### src/rtl/sec_rtc.sv
`timescale 1ns/1ps
module sec_rtc #(
  parameter int REG_W = 16,
  parameter int ADDR_W = 6,
  parameter logic [2*REG_W-1:0] FREQ_RST = 32768
) (
  input  logic              clk,
  input  logic              rst_n,
  input  logic              wr_en,
  input  logic [ADDR_W-1:0] addr,
  input  logic [REG_W-1:0]  wdata,
  output logic [REG_W-1:0]  rdata,
  output logic              irq
);
  localparam int CNT_W = 2 * REG_W;
  localparam logic [ADDR_W-1:0] A_CTL = (ADDR_W)'(8'h00);
  localparam logic [ADDR_W-1:0] A_FQL = (ADDR_W)'(8'h04);
  localparam logic [ADDR_W-1:0] A_FQH = (ADDR_W)'(8'h08);
  localparam logic [ADDR_W-1:0] A_LDL = (ADDR_W)'(8'h0C);
  localparam logic [ADDR_W-1:0] A_LDH = (ADDR_W)'(8'h10);
  localparam logic [ADDR_W-1:0] A_MTL = (ADDR_W)'(8'h14);
  localparam logic [ADDR_W-1:0] A_MTH = (ADDR_W)'(8'h18);
  localparam logic [ADDR_W-1:0] A_STS = (ADDR_W)'(8'h1C);
  localparam logic [ADDR_W-1:0] A_CPL = (ADDR_W)'(8'h20);
  localparam logic [ADDR_W-1:0] A_CPH = (ADDR_W)'(8'h24);

  logic run_n, cnt_en, wrap_en, mask, force_q;
  logic ld_req, ld_stg, sn_req, sn_stg, pend;
  logic [CNT_W-1:0] freq, ld_val, match_val, snap, cnt_q, pre_q, nxt;
  logic upd, tick, hit, raw;

  wire wr_ctl = wr_en && (addr == A_CTL);
  wire clr_wr = wr_ctl && wdata[7];
  wire at_top = &cnt_q;
  wire [CNT_W:0] pre_inc = {1'b0, pre_q} + 1'b1;

  assign tick = cnt_en && (pre_inc >= {1'b0, freq});
  assign hit  = upd && (nxt == match_val);
  assign raw  = pend | force_q;
  assign irq  = raw & ~mask;

  always_comb begin
    upd = 1'b0;
    nxt = cnt_q;
    if (ld_stg) begin
      upd = 1'b1;
      nxt = ld_val;
    end else if (tick) begin
      if (!at_top) begin
        upd = 1'b1;
        nxt = cnt_q + 1'b1;
      end else if (wrap_en) begin
        upd = 1'b1;
        nxt = '0;
      end
    end
  end

  always_ff @(posedge clk or negedge rst_n) begin
    if (!rst_n) begin
      {force_q, mask, wrap_en, cnt_en} <= '0;
      run_n     <= 1'b1;
      freq      <= FREQ_RST;
      ld_val    <= '0;
      match_val <= '0;
    end else if (wr_en) begin
      case (addr)
        A_CTL: {force_q, mask, wrap_en, cnt_en, run_n} <= {wdata[6:5], wdata[2:0]};
        A_FQL: freq[REG_W-1:0]          <= wdata;
        A_FQH: freq[CNT_W-1:REG_W]      <= wdata;
        A_LDL: ld_val[REG_W-1:0]        <= wdata;
        A_LDH: ld_val[CNT_W-1:REG_W]    <= wdata;
        A_MTL: match_val[REG_W-1:0]     <= wdata;
        A_MTH: match_val[CNT_W-1:REG_W] <= wdata;
        default: ;
      endcase
    end
  end

  always_ff @(posedge clk or negedge rst_n) begin
    if (!rst_n) begin
      cnt_q <= '0;
      pre_q <= '0;
      {pend, ld_req, ld_stg, sn_req, sn_stg} <= '0;
    end else if (!run_n) begin
      cnt_q <= '0;
      pre_q <= '0;
      {pend, ld_req, ld_stg, sn_req, sn_stg} <= '0;
    end else begin
      pre_q <= tick ? '0 : (cnt_en ? pre_q + 1'b1 : pre_q);
      if (upd) cnt_q <= nxt;
      if (hit) pend <= 1'b1;
      else if (clr_wr) pend <= 1'b0;
      ld_stg <= ld_req && !ld_stg;
      ld_req <= (ld_req && !ld_stg) || (wr_ctl && wdata[3]);
      sn_stg <= sn_req && !sn_stg;
      sn_req <= (sn_req && !sn_stg) || (wr_ctl && wdata[4]);
    end
  end

  always_ff @(posedge clk or negedge rst_n) begin
    if (!rst_n) snap <= '0;
    else if (run_n && sn_stg) snap <= ld_stg ? ld_val : cnt_q;
  end

  always_comb begin
    case (addr)
      A_CTL: rdata = {{(REG_W-7){1'b0}}, force_q, mask, sn_req, ld_req, wrap_en, cnt_en, run_n};
      A_FQL: rdata = freq[REG_W-1:0];
      A_FQH: rdata = freq[CNT_W-1:REG_W];
      A_LDL: rdata = ld_val[REG_W-1:0];
      A_LDH: rdata = ld_val[CNT_W-1:REG_W];
      A_MTL: rdata = match_val[REG_W-1:0];
      A_MTH: rdata = match_val[CNT_W-1:REG_W];
      A_STS: rdata = {{(REG_W-2){1'b0}}, irq, raw};
      A_CPL: rdata = snap[REG_W-1:0];
      A_CPH: rdata = snap[CNT_W-1:REG_W];
      default: rdata = '0;
    endcase
  end

  assert_load_latency_R3: assert property (@(posedge clk) disable iff (!rst_n)
    (run_n && ld_req && !ld_stg) |=> ld_stg);
  assert_load_value_R3: assert property (@(posedge clk) disable iff (!rst_n)
    (run_n && ld_stg) |=> (cnt_q == $past(ld_val)));
  assert_capture_R4: assert property (@(posedge clk) disable iff (!rst_n)
    (run_n && sn_stg && !ld_stg) |=> (snap == $past(cnt_q)));
  assert_hold_R6: assert property (@(posedge clk) disable iff (!rst_n)
    (run_n && !cnt_en && !ld_stg) |=> ($stable(cnt_q) && $stable(pre_q)));
  assert_saturate_R7: assert property (@(posedge clk) disable iff (!rst_n)
    (run_n && !wrap_en && at_top && !ld_stg) |=> (&cnt_q));
  assert_sticky_R10: assert property (@(posedge clk) disable iff (!rst_n)
    (run_n && pend && !clr_wr) |=> pend);
  assert_softrst_R11: assert property (@(posedge clk) disable iff (!rst_n)
    (!run_n) |=> (cnt_q == '0 && pre_q == '0 && !pend && !ld_req && !sn_req));
endmodule

### config.mk
export PLATFORM = sky130hd
export DESIGN_NAME = sec_rtc
export DESIGN_NICKNAME = d
export VERILOG_FILES = /design/src/rtl/sec_rtc.sv
export SDC_FILE = /design/constraint.sdc
export NUM_CORES = 1
export LEC_CHECK = 0
export ABC_AREA = 1
export BUFFER_PORTS_ARGS = -buffer_cell sky130_fd_sc_hd__buf_2
export CORE_ASPECT_RATIO = 2
export CORE_UTILIZATION = 44
export CTS_BUF_LIST = sky130_fd_sc_hd__clkbuf_8
export DETAILED_ROUTE_END_ITERATION = 7
export PLACE_DENSITY = 0.64
export SLEW_MARGIN = 30
export SYNTH_ARGS = -nofsm -noshare
export SYNTH_HDL_FRONTEND = slang
export SYNTH_SLANG_ARGS = --single-unit
### constraint.sdc
create_clock -name clk -period 3.99 [get_ports clk]
set_input_delay 0.5985 -clock clk [delete_from_list [all_inputs] [get_ports clk]]
set_output_delay 0.5985 -clock clk [all_outputs]
set_load 0.02 [all_outputs]
==> results of run 1 <==
==> placed cells by master (no fill, tap or decap), types with 9 or more instances in the layout <==
cell,n
nand3b_1,14
nand3_1,77
ha_1,31
a21oi_1,39
o22ai_1,30
a22oi_1,16
o22ai_2,10
o21ai_2,22
or2_2,14
buf_2,40
nand2_2,44
xor2_1,34
nand2_4,14
nand3_2,17
buf_4,191
nand2_1,450
inv_1,228
nand4_1,19
inv_2,10
clkbuf_8,40
nor2_2,14
nor3_1,13
nor2_1,156
o211ai_1,22
dfrtp_1,200
o21ai_0,136
a221oi_1,12
buf_6,24
nor2_4,9
==> routing by layer <==
| metal | track usage (%) | share of wire, % | vias to the layer above | routed length [um] |
|---|---|---|---|---|
| li1 | - | - | 6179 | - |
| met1 | 35.4 | 34 | 6233 | 16800 |
| met2 | 63.4 | 52 | 612 | 26000 |
| met3 | 3.08 | 4.8 | 242 | 2380 |
| met4 | 26.4 | 9.1 | 0 | 4500 |
| met5 | 0 | 0 | - | 0 |
==> metrics by stage <==
step / utilization, % / power (uW)
2_1_floorplan: - / 2670
3_3_place_gp: 50.7 / 2970
3_5_place_dp: 50.7 / 2990
4_1_cts: 55.5 / 4820
5_1_grt: 58.2 / 5040
6_report: 58.2 / 4850
==> registers in the layout, indices dropped and copies added, names as in the netlist <==
register / cells
pend: 1
ld_val: 32
ld_req: 1
cnt_q: 32
freq: 32
wrap_en: 1
sn_stg: 1
snap: 32
sn_req: 1
cnt_en: 1
pre_q: 32
ld_stg: 1
mask: 1
match_val: 32
run_n: 1
force_q: 1
==> worst max-delay path by stage <==
stage | end | slack (ns) | cells past startpoint | from
floorplan | pend | 0.005 | 36 | pre_q[2]
global placement | pend | -0.83 | 38 | pre_q[2]
detailed placement | pend | -0.94 | 38 | pre_q[2]
CTS | pend | -0.69 | 38 | pre_q[2]
global route | pend | -1.08 | 39 | pre_q[1]
finish | pend | -0.85 | 36 | pre_q[0]
==> layout make-up <==
class,instances,area [sq um]
inverters,230,863
clock inverters,15,86.3
repair buffers,269,2170
clock buffers,40,551
well taps,352,440
multi-input cells,1257,6970
flip-flops and latches,202,5060
diodes,1,2.50
fillers,2612,11600
==> worst max-delay path: cells and delay by family, from the launching register on <==
kind,cells,cell delay [ns]
adders and majority gates,1,0.29
xor gates and xnor gates,1,0.20
buffers and inverters,6,0.57
AOI/OAI and AO/OA,1,0.11
and+or+nand+nor,27,3.19
DFF,1,0.39
==> where the power goes <==
group	internal [uW]	switching (uW)	total, uW	leakage [uW]
logic	240	488	728	0.00473
registers	2180	127	2310	0.00275
clock network	955	857	1810	0.000372
==> kinds of logic after synthesis <==
family / Yosys count / share of synthesized area [%]
AO/OA/AOI/OAI: 318 / 14.8
adder cells (fa/ha/maj): 34 / 3.41
AND/OR/NAND/NOR: 862 / 29.0
flip-flops: 202 / 40.5
XOR/XNOR: 43 / 3.02
buffers and inverters: 296 / 9.24
==> what timing repair did <==
item | CTS | global route
pin swaps | 22 | 45
endpoints found under the setup margin | 65 | 65
hold buffers | 0 | 0
resized for setup | 86 | 149
buffers inserted | 59 | 28
gates cloned | 1 | 2
==> metrics.txt, run 1 <==
PnR worst setup slack -0.845 ns; Reg clk slew, reported paths roughly 0.070 ns; Total Nets Final 2049; RSZ-0062 raised after global routing yes; vias in the first global route between 10000 and 15000; worst min path class input port to async pin; router iterations before antenna repair 6; dpl cells 2239; EDFF count, synth 0; share of Yosys cell area claimed by the top area cell type about two fifths; setup TNS -18.77 ns; via count ~13000; Clk Latency, worst-skew pair about 0.60 ns; post-DR wirelength/cell approximately 21 um; pre-CTS setup slack -0.941 ns; Ports 42; Die Height around 240 um; Final setup viols 64; failing checks setup timing; worst-path fanout max 6; max-slew violations 0; setup slack of the most critical reg-to-reg path -0.85 ns; core area between 20000 and 30000 sq um; first-pass GRT wire length between 70000 and 80000 um; Unique masters post-synth 47; critical path startpoint category flop; YS warnings 0; ys async rst share 100%; grt ovf 0; DRT antenna net count 0; Worst slew margin 14.4%; CP Data Required Time 4.51 ns; Fin Hold WS 0.0452 ns; CP max stage delay roughly 0.39 ns; most common cell in the synthesized netlist nand2_1; maximum number of pins on one net before global-route repair 106; Synth top cells by count nand2_1 (499), inv_1 (224), dfrtp_1 (200); top post-synthesis cells by area dfrtp_1 (40%), nand2_1 (15%), inv_1 (6.7%); cell area power density about 300 nW/um^2; antenna violations before repair 1; Routed WL between 40000 and 50000 um; maximum VDD drop ~250 uV; fmax approximately 210 MHz; die area 29100 sq um; FF+latch count, synth about 200; average size of a mapped cell between 7 and 8 sq um; slowest CP cell dfrtp_1; top_reg_cell synth dfrtp_1; clk sink count about 200; Worst Tran Pin Value about 1.3 ns; Final min period just under 5 ns; maximum clock path buffer count 3; Routability Congestion approximately 0.99; final period utilization 121%; worst r2r path cells 36; initial core utilization between 40 and 50%; Seq/Total Area, Yosys around two fifths; status complete, but fails checks; total track usage between 30% and 40%; skew final approximately 0.026 ns; area added between synthesis and finish 29.4%; capturing point of the worst reg2reg path pend; cts bufs inserted 30; num rows between 80 and 90; DP HPWL roughly 37000 um; post-layout instance area 16100 sq um; drt drc 0; CP endpoint kind flop; crit path DAT between 5 and 6 ns; area leader, netlist dfrtp_1; via density per instance around 5.6; syn nets ~1800; CTS tree built; Die X-Extent approximately 120 um; Worst R2R Start pre_q[0]; fin cells between 2000 and 2500; number of I/O port buffers between 40 and 50; final hold vios 0; Initial DRC Count about 1300; Static Leak around 0.0079 uW; root buf cell clkbuf_8; synthesized area 12500 sq um; Setup CP Type flop to flop; Cells after Synth between 1500 and 2000; dpl cell area around 14000 sq um; maxcap violations 0; layout cells sized above 1 24.6%; H-tree levels 1
Power figures use the tool's default switching activity.
==> run 2, diff against run 1 <==
--- a/config.mk
+++ b/config.mk
@@ -8,10 +8,11 @@
 export ABC_AREA = 1
 export BUFFER_PORTS_ARGS = -buffer_cell sky130_fd_sc_hd__buf_2
 export CORE_ASPECT_RATIO = 2
-export CORE_UTILIZATION = 44
+export CORE_UTILIZATION = 40
 export CTS_BUF_LIST = sky130_fd_sc_hd__clkbuf_8
 export DETAILED_ROUTE_END_ITERATION = 7
-export PLACE_DENSITY = 0.64
+export PLACE_DENSITY = 0.6
+export SETUP_SLACK_MARGIN = 0.02
 export SLEW_MARGIN = 30
 export SYNTH_ARGS = -nofsm -noshare
 export SYNTH_HDL_FRONTEND = slang
==> metrics.txt, run 2 (same netlist as run 1, synthesis figures left out) <==
status complete, but fails checks; failing checks setup timing; Total Nets Final 1995 (-2.6%); sequential share of power 44.3% (-3.3 points); Initial DRC Count 1030 (-20%); cts bufs inserted 30 (unchanged); DRT antenna net count 0 (unchanged); die area 32000 sq um (+9.9%); slowest CP cell dfrtp_1; Final min period 4.62 ns (-0.215 ns); Worst Tran Pin Value 1.02 ns (-0.262 ns); root buf cell clkbuf_8; worst min path class input port to async pin; grt ovf 0 (unchanged); CTS tree built; num rows 91 (+5.8%); drt drc 0 (unchanged); worst-path fanout max 6 (unchanged); layout cells sized above 1 23.9% (-0.71 points); crit path DAT 5.09 ns (-0.26 ns); DP HPWL 37700 um (+2.0%); Switching Share 29.3% (-1.0 points); initial core utilization 40.6% (-4.4 points); Fin Hold WS 0.0174 ns (-0.0278 ns); Die Height 252 um (+4.8%); CP Data Required Time 4.45 ns (-0.06 ns); via count 13017 (-1.9%); maxcap violations 0 (unchanged); Ports 42 (unchanged); Setup CP Type flop to flop; H-tree levels 1 (unchanged); Final setup viols 46 (-28%); final hold vios 0 (unchanged); maximum clock path buffer count 3 (unchanged); CP endpoint kind flop; sw power 1530 uW (+4.1%); vias in the first global route 12882 (-1.7%); antenna violations before repair 2 (+1); Routed WL 49500 um (-0.32%); clk sink count 202 (unchanged); total power 5220 uW (+7.7%); Reg clk slew, reported paths 0.08 ns (about the same); Routability Congestion 0.950 (-4.3%); CP max stage delay 0.36 ns (-0.03 ns); # fillers 3034 (+16%); post-DR wirelength/cell 21.2 um (+1.1%); Worst slew margin 31.9% (+17 points); Clock Power Share 41.4% (+4.0 points); dpl cell area 14200 sq um (+0.57%); post-layout instance area 15900 sq um (-1.7%); maximum VDD drop 302 uV (+20%); Die X-Extent 127 um (+4.8%); Int Power 3690 uW (+9.3%); most common cell after layout, fill and taps aside nand2_1; area added between synthesis and finish 27.2%; RSZ-0062 raised after global routing yes; dpl cells 2258 (+0.85%); fin cells 2333 (-1.4%); core area 30700 sq um (+11%); cell area power density 329 nW/um^2 (+9.5%); total track usage 31.1% (-3.4 points); max-slew violations 0 (unchanged); via density per instance 5.58 (-0.49%); fmax 216 MHz (+4.7%); maximum number of pins on one net before global-route repair 85 (-20%); Clk Latency, worst-skew pair 0.61 ns (about the same); number of I/O port buffers 41 (unchanged); skew final 0.0257 ns (-0.000230 ns); combinational power share 14.3% (-0.7 points); PnR worst setup slack -0.630 ns (+0.215 ns); hold buffers post-CTS 0 (unchanged); first-pass GRT wire length 74200 um (-0.47%); critical path startpoint category flop; Static Leak 0.00758 uW (-3.6%); final period utilization 116% (-5.4 points); most frequent cells in the layout nand2_1 (435), inv_1 (221), dfrtp_1 (200); router iterations before antenna repair 7 (+1)
-- run 2: repair_timing --
item | 4_1_cts | 5_1_grt
endpoints found under the setup margin | 65 | 65
resized for setup | 50 | 168
pin swaps | 18 | 75
gates cloned | 0 | 4
setup buffers | 7 | 11
-- run 2: path summary, 6_finish.rpt --
check,depth (start not counted),slack [ns],startpoint,to
setup / recovery,35,-0.63,pre_q[0],pend
hold / removal,1,0.02,rst_n,snap[2]
setup reg to reg,35,-0.63,pre_q[0],pend
hold reg to reg,2,0.49,ld_val[25],ld_val[25]
max in group asynchronous,2,2.97,rst_n,cnt_q[9]
min in group clk,3,0.28,wdata[3],ld_req
-- run 2: final cells by class --
class	count	area [sq um]	area share (%)
clock buffer	39	537	3.38
timing repair buffer	214	1700	10.7
multi-input combinational	1258	7020	44.2
antenna	1	2.50	0.0158
sequential	202	5060	31.9
tap	372	465	2.93
clock inverter	17	226	1.43
inverter	230	863	5.44
-- run 2: routing by layer --
metal  track usage (%)  share of wire (%)  vias up
met1              31.4                 34     6218
met3              3.50                4.7      206
li1                  -                  -     6066
met5                 0              0.026        -
met2              56.8                 52      525
met4              25.3                9.2        2
-- run 2: power by group through the flow --
stage                     Combinational, uW  Sequential, uW  Clock, uW
after detailed placement                663            2350          0
after CTS                               680            2310       2200
after global routing                    818            2330       2260
final                                   746            2310       2160
after floorplan                         374            2290          0
after global placement                  653            2340          0
-- run 2: worst max-delay path: cells and delay by family, from the launching register on --
| kind | cells | cell delay (ns) |
|---|---|---|
| adders and majority gates | 1 | 0.28 |
| AOI/OAI and AO/OA | 2 | 0.20 |
| xor gates and xnor gates | 1 | 0.21 |
| buffers and inverters | 7 | 0.61 |
| and+or+nand+nor | 24 | 2.82 |
| DFF | 1 | 0.36 |
-- run 2: stage by stage --
step / worst slack (ns) / setup TNS, ns / util [%]
final: -0.630 / -7.71 / 51.6
after floorplan: 0.00544 / 0 / -
after CTS: -0.728 / -18.41 / 49.3
after global routing: -0.885 / -22.64 / 51.6
after detailed placement: -0.880 / -16.72 / 46.1
after global placement: -0.824 / -15.57 / 46.0
